--- config.mk ---
export PLATFORM = sky130hd
export DESIGN_NAME = can_txreq_mgr
export DESIGN_NICKNAME = d
export VERILOG_FILES = /design/src/rtl/can_txreq_pkg.sv /design/src/rtl/can_txreq_flags.sv /design/src/rtl/can_txreq_pick.sv /design/src/rtl/can_txreq_txctl.sv /design/src/rtl/can_txreq_hostif.sv /design/src/rtl/can_txreq_mgr.sv
export SDC_FILE = /design/constraint.sdc
export NUM_CORES = 2
export LEC_CHECK = 0
export BUFFER_PORTS_ARGS = -buffer_cell sky130_fd_sc_hd__buf_2
export CORE_AREA = 10 10 406 408
export CTS_BUF_LIST = sky130_fd_sc_hd__clkbuf_16
export DETAILED_ROUTE_END_ITERATION = 8
export DIE_AREA = 0 0 416 418
export PLACE_DENSITY = 0.6
export SETUP_SLACK_MARGIN = 0.15
export SLEW_MARGIN = 20
export SYNTH_ARGS = -nofsm -noshare
export SYNTH_HDL_FRONTEND = slang
export SYNTH_SLANG_ARGS = --single-unit
export TNS_END_PERCENT = 20
--- constraint.sdc ---
create_clock -name clk -period 90.7 [get_ports clk]
set_clock_uncertainty 0.2 [all_clocks]
set_input_delay 4.535 -clock clk [delete_from_list [all_inputs] [get_ports clk]]
set_output_delay 4.535 -clock clk [all_outputs]
set_load 0.05 [all_outputs]
--- src/rtl/can_txreq_pkg.sv ---
package can_txreq_pkg;
  // register group, upper address bits
  typedef enum logic [1:0] {
    GRP_PEND = 2'd0,
    GRP_SENT = 2'd1,
    GRP_ABRT = 2'd2,
    GRP_MISC = 2'd3
  } reg_grp_e;
  // selection order
  localparam logic ORD_BY_ID   = 1'b0;
  localparam logic ORD_BY_SLOT = 1'b1;
endpackage

--- src/rtl/can_txreq_flags.sv ---
// Set/clear flag vector, hardware set wins over clear.
module can_txreq_flags #(
  parameter int N = 32
) (
  input  logic         clk,
  input  logic         rst,
  input  logic [N-1:0] set_i,
  input  logic [N-1:0] clr_i,
  output logic [N-1:0] q_o,
  output logic [N-1:0] nxt_o
);
  logic [N-1:0] q;
  always_comb nxt_o = (q & ~clr_i) | set_i;
  always_ff @(posedge clk) begin
    if (rst) q <= '0;
    else     q <= nxt_o;
  end
  assign q_o = q;
endmodule

--- src/rtl/can_txreq_pick.sv ---
// Picks the next mailbox from the next-state request vector; registered result.
module can_txreq_pick #(
  parameter int NUM_MB = 32,
  parameter int ID_W   = 29,
  localparam int MB_W  = $clog2(NUM_MB)
) (
  input  logic                   clk,
  input  logic                   rst,
  input  logic [NUM_MB-1:0]      req_i,
  input  logic [NUM_MB*ID_W-1:0] id_i,
  input  logic                   order_i,
  output logic                   valid_o,
  output logic [MB_W-1:0]        mb_o
);
  import can_txreq_pkg::*;
  logic            found;
  logic [MB_W-1:0] best;
  logic [ID_W-1:0] best_id;

  always_comb begin
    found   = 1'b0;
    best    = '0;
    best_id = '0;
    for (int i = 1; i < NUM_MB; i++) begin
      if (req_i[i]) begin
        if (order_i == ORD_BY_SLOT) begin
          best = MB_W'(i);
        end else if (!found || id_i[i*ID_W +: ID_W] <= best_id) begin
          best    = MB_W'(i);
          best_id = id_i[i*ID_W +: ID_W];
        end
        found = 1'b1;
      end
    end
  end

  always_ff @(posedge clk) begin
    if (rst) begin
      valid_o <= 1'b0;
      mb_o    <= '0;
    end else begin
      valid_o <= found;
      mb_o    <= best;
    end
  end
endmodule

--- src/rtl/can_txreq_txctl.sv ---
// Tracks the frame in flight and turns outcomes and cancels into clear/ack events.
module can_txreq_txctl #(
  parameter int NUM_MB = 32,
  localparam int MB_W  = $clog2(NUM_MB)
) (
  input  logic              clk,
  input  logic              rst,
  input  logic              start_i,
  input  logic              ok_i,
  input  logic              arb_i,
  input  logic              err_i,
  input  logic              sel_valid_i,
  input  logic [MB_W-1:0]   sel_mb_i,
  input  logic [NUM_MB-1:0] pend_i,
  input  logic [NUM_MB-1:0] no_retry_i,
  input  logic [NUM_MB-1:0] cancel_i,
  output logic              busy_o,
  output logic [MB_W-1:0]   mb_o,
  output logic [NUM_MB-1:0] sent_set_o,
  output logic [NUM_MB-1:0] abrt_set_o,
  output logic [NUM_MB-1:0] clr_o
);
  logic              busy_q, hold_q;
  logic [MB_W-1:0]   mb_q;
  logic [NUM_MB-1:0] fly_mask, cancel_now, fail_mask;
  logic              succ, fail, hold_eff, drop_fail, take;

  always_comb begin
    fly_mask   = busy_q ? (NUM_MB'(1) << mb_q) : '0;
    succ       = busy_q && ok_i;
    fail       = busy_q && !ok_i && (arb_i || err_i);
    hold_eff   = hold_q || (busy_q && cancel_i[mb_q]);
    drop_fail  = fail && (no_retry_i[mb_q] || hold_eff);
    fail_mask  = drop_fail ? fly_mask : '0;
    cancel_now = cancel_i & pend_i & ~fly_mask & ~NUM_MB'(1);
    sent_set_o = succ ? fly_mask : '0;
    abrt_set_o = cancel_now | fail_mask;
    clr_o      = sent_set_o | abrt_set_o;
    take       = !busy_q && start_i && sel_valid_i && !cancel_i[sel_mb_i];
  end

  always_ff @(posedge clk) begin
    if (rst) begin
      busy_q <= 1'b0;
      hold_q <= 1'b0;
      mb_q   <= '0;
    end else if (succ || fail) begin
      busy_q <= 1'b0;
      hold_q <= 1'b0;
    end else if (take) begin
      busy_q <= 1'b1;
      hold_q <= 1'b0;
      mb_q   <= sel_mb_i;
    end else if (busy_q && cancel_i[mb_q]) begin
      hold_q <= 1'b1;
    end
  end

  assign busy_o = busy_q;
  assign mb_o   = mb_q;
endmodule

--- src/rtl/can_txreq_hostif.sv ---
// Host register decode and registered read mux.
module can_txreq_hostif #(
  parameter int NUM_MB = 32,
  parameter int REG_W  = 16,
  localparam int NR    = NUM_MB / REG_W,
  localparam int IDX_W = (NR > 1) ? $clog2(NR) : 1,
  localparam int ADDR_W = IDX_W + 2
) (
  input  logic              clk,
  input  logic              rst,
  input  logic              wr_i,
  input  logic              rd_i,
  input  logic [ADDR_W-1:0] addr_i,
  input  logic [REG_W-1:0]  wdata_i,
  input  logic [NUM_MB-1:0] pend_i,
  input  logic [NUM_MB-1:0] sent_i,
  input  logic [NUM_MB-1:0] abrt_i,
  input  logic              order_i,
  input  logic              irq_i,
  output logic [NUM_MB-1:0] pend_wr_o,
  output logic [NUM_MB-1:0] sent_clr_o,
  output logic [NUM_MB-1:0] abrt_clr_o,
  output logic              order_wr_o,
  output logic              order_wd_o,
  output logic              irq_clr_o,
  output logic [REG_W-1:0]  rdata_o
);
  import can_txreq_pkg::*;
  reg_grp_e         grp;
  logic [IDX_W-1:0] idx;
  assign grp = reg_grp_e'(addr_i[ADDR_W-1 -: 2]);
  assign idx = addr_i[IDX_W-1:0];

  for (genvar r = 0; r < NR; r++) begin : g_reg
    logic hit;
    assign hit = wr_i && (idx == IDX_W'(r));
    assign pend_wr_o [r*REG_W +: REG_W] = (hit && grp == GRP_PEND) ? wdata_i : '0;
    assign sent_clr_o[r*REG_W +: REG_W] = (hit && grp == GRP_SENT) ? wdata_i : '0;
    assign abrt_clr_o[r*REG_W +: REG_W] = (hit && grp == GRP_ABRT) ? wdata_i : '0;
  end

  assign order_wr_o = wr_i && grp == GRP_MISC && idx == IDX_W'(0);
  assign order_wd_o = wdata_i[0];
  assign irq_clr_o  = wr_i && grp == GRP_MISC && idx == IDX_W'(1) && wdata_i[0];

  always_ff @(posedge clk) begin
    if (rst) begin
      rdata_o <= '0;
    end else if (rd_i) begin
      unique case (grp)
        GRP_PEND: rdata_o <= pend_i[idx*REG_W +: REG_W];
        GRP_SENT: rdata_o <= sent_i[idx*REG_W +: REG_W];
        GRP_ABRT: rdata_o <= abrt_i[idx*REG_W +: REG_W];
        default:  rdata_o <= (idx == IDX_W'(0)) ? REG_W'(order_i)
                           : (idx == IDX_W'(1)) ? REG_W'(irq_i) : '0;
      endcase
    end
  end
endmodule

--- src/rtl/can_txreq_mgr.sv ---
module can_txreq_mgr #(
  parameter int NUM_MB = 32,
  parameter int ID_W   = 29,
  parameter int REG_W  = 16,
  localparam int MB_W  = $clog2(NUM_MB),
  localparam int NR    = NUM_MB / REG_W,
  localparam int IDX_W = (NR > 1) ? $clog2(NR) : 1,
  localparam int ADDR_W = IDX_W + 2
) (
  input  logic                   clk,
  input  logic                   rst,
  input  logic                   bus_wr,
  input  logic                   bus_rd,
  input  logic [ADDR_W-1:0]      bus_addr,
  input  logic [REG_W-1:0]       bus_wdata,
  output logic [REG_W-1:0]       bus_rdata,
  input  logic [NUM_MB*ID_W-1:0] mb_id,
  input  logic [NUM_MB-1:0]      mb_is_rx,
  input  logic [NUM_MB-1:0]      mb_no_retry,
  input  logic [NUM_MB-1:0]      cancel_req,
  input  logic                   eng_start,
  input  logic                   eng_ok,
  input  logic                   eng_arb_lost,
  input  logic                   eng_err,
  output logic                   sel_valid,
  output logic [MB_W-1:0]        sel_mb,
  output logic                   eng_busy,
  output logic [MB_W-1:0]        eng_mb,
  output logic                   irq_empty
);
  logic [NUM_MB-1:0] pend_q, pend_nxt, pend_set, pend_wr;
  logic [NUM_MB-1:0] hw_clr, sent_set, abrt_set, sent_clr, abrt_clr;
  logic [NUM_MB-1:0] sent_q, sent_nxt, abrt_q, abrt_nxt;
  logic              order_q, order_nxt, order_wr, order_wd, irq_clr, irq_rise;
  logic [0:0]        irq_q, irq_nxt;

  can_txreq_hostif #(.NUM_MB(NUM_MB), .REG_W(REG_W)) u_host (
    .clk(clk), .rst(rst), .wr_i(bus_wr), .rd_i(bus_rd), .addr_i(bus_addr),
    .wdata_i(bus_wdata), .pend_i(pend_q), .sent_i(sent_q), .abrt_i(abrt_q),
    .order_i(order_q), .irq_i(irq_q[0]), .pend_wr_o(pend_wr),
    .sent_clr_o(sent_clr), .abrt_clr_o(abrt_clr), .order_wr_o(order_wr),
    .order_wd_o(order_wd), .irq_clr_o(irq_clr), .rdata_o(bus_rdata)
  );

  // host may only set, never for mailbox 0 or a receive mailbox
  assign pend_set = pend_wr & ~mb_is_rx & ~NUM_MB'(1);

  can_txreq_flags #(.N(NUM_MB)) u_pend (
    .clk(clk), .rst(rst), .set_i(pend_set), .clr_i(hw_clr),
    .q_o(pend_q), .nxt_o(pend_nxt)
  );
  can_txreq_flags #(.N(NUM_MB)) u_sent (
    .clk(clk), .rst(rst), .set_i(sent_set), .clr_i(sent_clr),
    .q_o(sent_q), .nxt_o(sent_nxt)
  );
  can_txreq_flags #(.N(NUM_MB)) u_abrt (
    .clk(clk), .rst(rst), .set_i(abrt_set), .clr_i(abrt_clr),
    .q_o(abrt_q), .nxt_o(abrt_nxt)
  );

  assign irq_rise = |(pend_q & ~pend_nxt);
  can_txreq_flags #(.N(1)) u_irq (
    .clk(clk), .rst(rst), .set_i(irq_rise), .clr_i(irq_clr),
    .q_o(irq_q), .nxt_o(irq_nxt)
  );
  assign irq_empty = irq_q[0];

  assign order_nxt = order_wr ? order_wd : order_q;
  always_ff @(posedge clk) begin
    if (rst) order_q <= 1'b0;
    else     order_q <= order_nxt;
  end

  can_txreq_txctl #(.NUM_MB(NUM_MB)) u_tx (
    .clk(clk), .rst(rst), .start_i(eng_start), .ok_i(eng_ok),
    .arb_i(eng_arb_lost), .err_i(eng_err), .sel_valid_i(sel_valid),
    .sel_mb_i(sel_mb), .pend_i(pend_q), .no_retry_i(mb_no_retry),
    .cancel_i(cancel_req), .busy_o(eng_busy), .mb_o(eng_mb),
    .sent_set_o(sent_set), .abrt_set_o(abrt_set), .clr_o(hw_clr)
  );

  can_txreq_pick #(.NUM_MB(NUM_MB), .ID_W(ID_W)) u_pick (
    .clk(clk), .rst(rst), .req_i(pend_nxt), .id_i(mb_id), .order_i(order_nxt),
    .valid_o(sel_valid), .mb_o(sel_mb)
  );
endmodule

==> results_dict.tcl <==
set metrics [dict create \
    netlist_area_sq_um 44000 \
    post_drt_wl_per_cell_um 28.5 \
    cts_sinks 127 \
    slowest_delay_ns 0.52 \
    cp_max_fo 44 \
    cap_violations 0 \
    h-tree-depth 4 \
    place_area_sq_um 59200 \
    worst_setup_path_start_kind "input port" \
    cts-root-buf "clkbuf_16" \
    fin_crit_ns 86.63 \
    grt_overflow 0 \
    utilization_pct 39.2 \
    outcome "complete, no violations" \
    setup_violations 0 \
    grt_pass1_wl_mm 401 \
    start_util_pct 28.0 \
    slew_viol_final 0 \
    avgSynthCellArea_sq_um 7.14 \
    arrival_ns 86.78 \
    die_area_sq_um 174000 \
    power_density_nw_per_um2 10.1 \
    grt_pass1_vias 56899 \
    clkTransAtPathRegs_ns 0.07 \
    ys_types 111 \
    hold_buffers 0 \
    synthCells 6169 \
    cp.required_ns 90.85 \
    synthesis.nets 8094 \
    ir_drop_mv 0.00763 \
    fmax_ghz 0.0115 \
    slowest_stage "mux4_2" \
    viasPerCell 5.70 \
    grt_usage_pct 31.0 \
    worstSkewPairLatency_ns 0.43 \
    drtPass1Iterations 7 \
    end_kind "register" \
    rows 146 \
    post-route-period-util_pct 95.5 \
    clk_path_buf_depth 2 \
    grt_max_degree 71 \
    min_path_type "register to register" \
    synth-seq-area-share_pct 5.77 \
    ys_seq_elements 127 \
    setup.worst_path.class "input port to register" \
    nNetsFinal 9993 \
    ys.warnings.count 0 \
    pin_count 1080 \
    io_buffer_count 1049 \
    design_area_sq_um 61600 \
    drive_gt1_share_pct 33.3 \
    synth_edf_count 0 \
    yosysTopAreaCellShare_pct 24.8 \
    postSynth.asyncResetShare_pct 0 \
    synth.top_cells.by_count "ha_1, nand2_1, a21oi_1, nor2_1, o21ai_0" \
    die_y_um 418 \
    antenna_left 0 \
    coreArea_sq_um 157000 \
    yosysTopAreaCell "ha_1" \
    tritoncts "done" \
    power.leakage_nw 28.5 \
    dieWidth_um 416 \
    tightest_slew_ns 1.17 \
    yosysMostFrequentCell "ha_1" \
    antenna_found_initial 119 \
    gp_congestion 1.04 \
    whs_ns 0.253 \
    finalWirelength_mm 292 \
    relSlewSlack_pct 21.7 \
    drc 0 \
    synthFlopType "dfxtp_1" \
    drt_iter0_drc 5782 \
    synthTopCellsByArea "ha_1, dfxtp_1, a21oi_1, nand2_1, a21o_1" \
    syn_to_final_growth_pct 39.9 \
    hpwl_mm 254 \
    cts_made_buffers 17 \
    vias 58261 \
    final-hold-violation-count 0 \
    crit_path_frequent_cell "buf_4" \
]
==> flip-flops by register name, summed over array words and instances, names as in the netlist <==
| register | flops |
|---|---|
| u_tx.busy_o | 1 |
| u_pick.valid_o | 1 |
| u_tx.hold_q | 1 |
| u_pend.q_o | 32 |
| u_abrt.q_o | 32 |
| u_sent.q_o | 32 |
| u_host.rdata_o | 16 |
| order_q | 1 |
| u_pick.mb_o | 5 |
| u_tx.mb_o | 5 |
| u_irq.q_o | 1 |
==> layer usage <==
metal	part of all wire (%)	wire, um	vias up	global-route usage (%)
met4	7.1	20600	38	18.0
met3	6.4	18500	667	4.13
met2	48	141000	2662	55.0
met5	0.085	247	-	0
met1	38	111000	27682	35.5
li1	-	-	27212	-
==> final cells by class <==
class,instances,area (sq um)
Antenna cell,69,173
Clock inverter,15,149
Multi-Input combinational cell,5419,40000
Timing Repair Buffer,2212,14600
Sequential cell,127,2540
Clock buffer,17,425
Inverter,291,1090
Fill cell,16798,95500
Tap cell,2072,2590
==> cell usage in the layout, fill, tap and decap left out, types with 30 or more instances in the layout <==
master and count:
a211oi_1 30, a21o_1 259, a21oi_1 485, a22o_1 40, a22oi_1 69, a31oi_1 134, and2_1 107, buf_12 30
buf_2 1051, buf_4 1099, dfxtp_1 126, diode_2 69, ha_1 874, inv_1 289, mux2_2 156, mux2i_1 118
nand2_1 634, nand2b_1 83, nand3_1 110, nand4_1 182, nor2_1 464, nor2b_1 143, nor3_1 118, nor3b_1 63
nor4_1 36, o211ai_1 81, o21a_1 137, o21ai_0 309, o21ai_1 83, o221ai_1 30, o22ai_1 97
==> report_power, final <==
group,switching (mW),internal [mW],total [mW]
Combinational,0.266,0.228,0.494
Sequential,0.00237,0.0569,0.0593
Clock,0.0302,0.0386,0.0687
==> critical path: cells and delay by family <==
family	cells	cell delay [ns]
AO/OA/AOI/OAI	229	42.81
adder cells (fa/ha/maj)	30	8.43
buffers and inverters	83	14.36
multiplexers	7	2.32
AND/OR/NAND/NOR	88	13.92
==> per-stage QoR <==
step           instances  TNS, ns  setup WS [ns]  power (mW)
3_5_place_dp       10053   -12.47          -2.59       0.533
5_1_grt            10206    -1.16         -0.333       0.669
4_1_cts            10092        0          0.198       0.606
3_3_place_gp       10053   -13.18          -2.74       0.532
2_1_floorplan       6169        0           5.58       0.294
6_report           10222        0           4.07       0.622
==> cells by family (layout without fill, tap and decap cells) <==
group / count (synthesis) / count (layout) / share of synthesized area (%)
muxes: 300 / 300 / 7.75
other: 0 / 69 / 0
AOI/OAI and AO/OA: 2139 / 2140 / 32.4
DFF: 127 / 127 / 5.77
and+or+nand+nor: 2102 / 2105 / 23.4
adders and majority gates: 874 / 874 / 24.8
buffers and inverters: 627 / 2535 / 5.77
==> repair_timing <==
item | CTS | global route
endpoints found under the setup margin | 5 | 5
endpoints found under the hold margin | 0 | 0
resized for setup | 37 | 217
cloned | 2 | 13
pin swaps | 5 | 63
buffers inserted | 5 | 48
==> final timing paths <==
check	startpoint	to	slack [ns]	cells after the start
setup / recovery	cancel_req[24]	u_pick.mb_o[3]	4.07	437
hold / removal	u_sent.q_o[31]	u_sent.q_o[31]	0.25	2
setup reg to reg	u_tx.mb_o[1]	u_pick.mb_o[3]	7.31	437
hold reg to reg	u_sent.q_o[31]	u_sent.q_o[31]	0.25	2
Power figures use the tool's default switching activity.
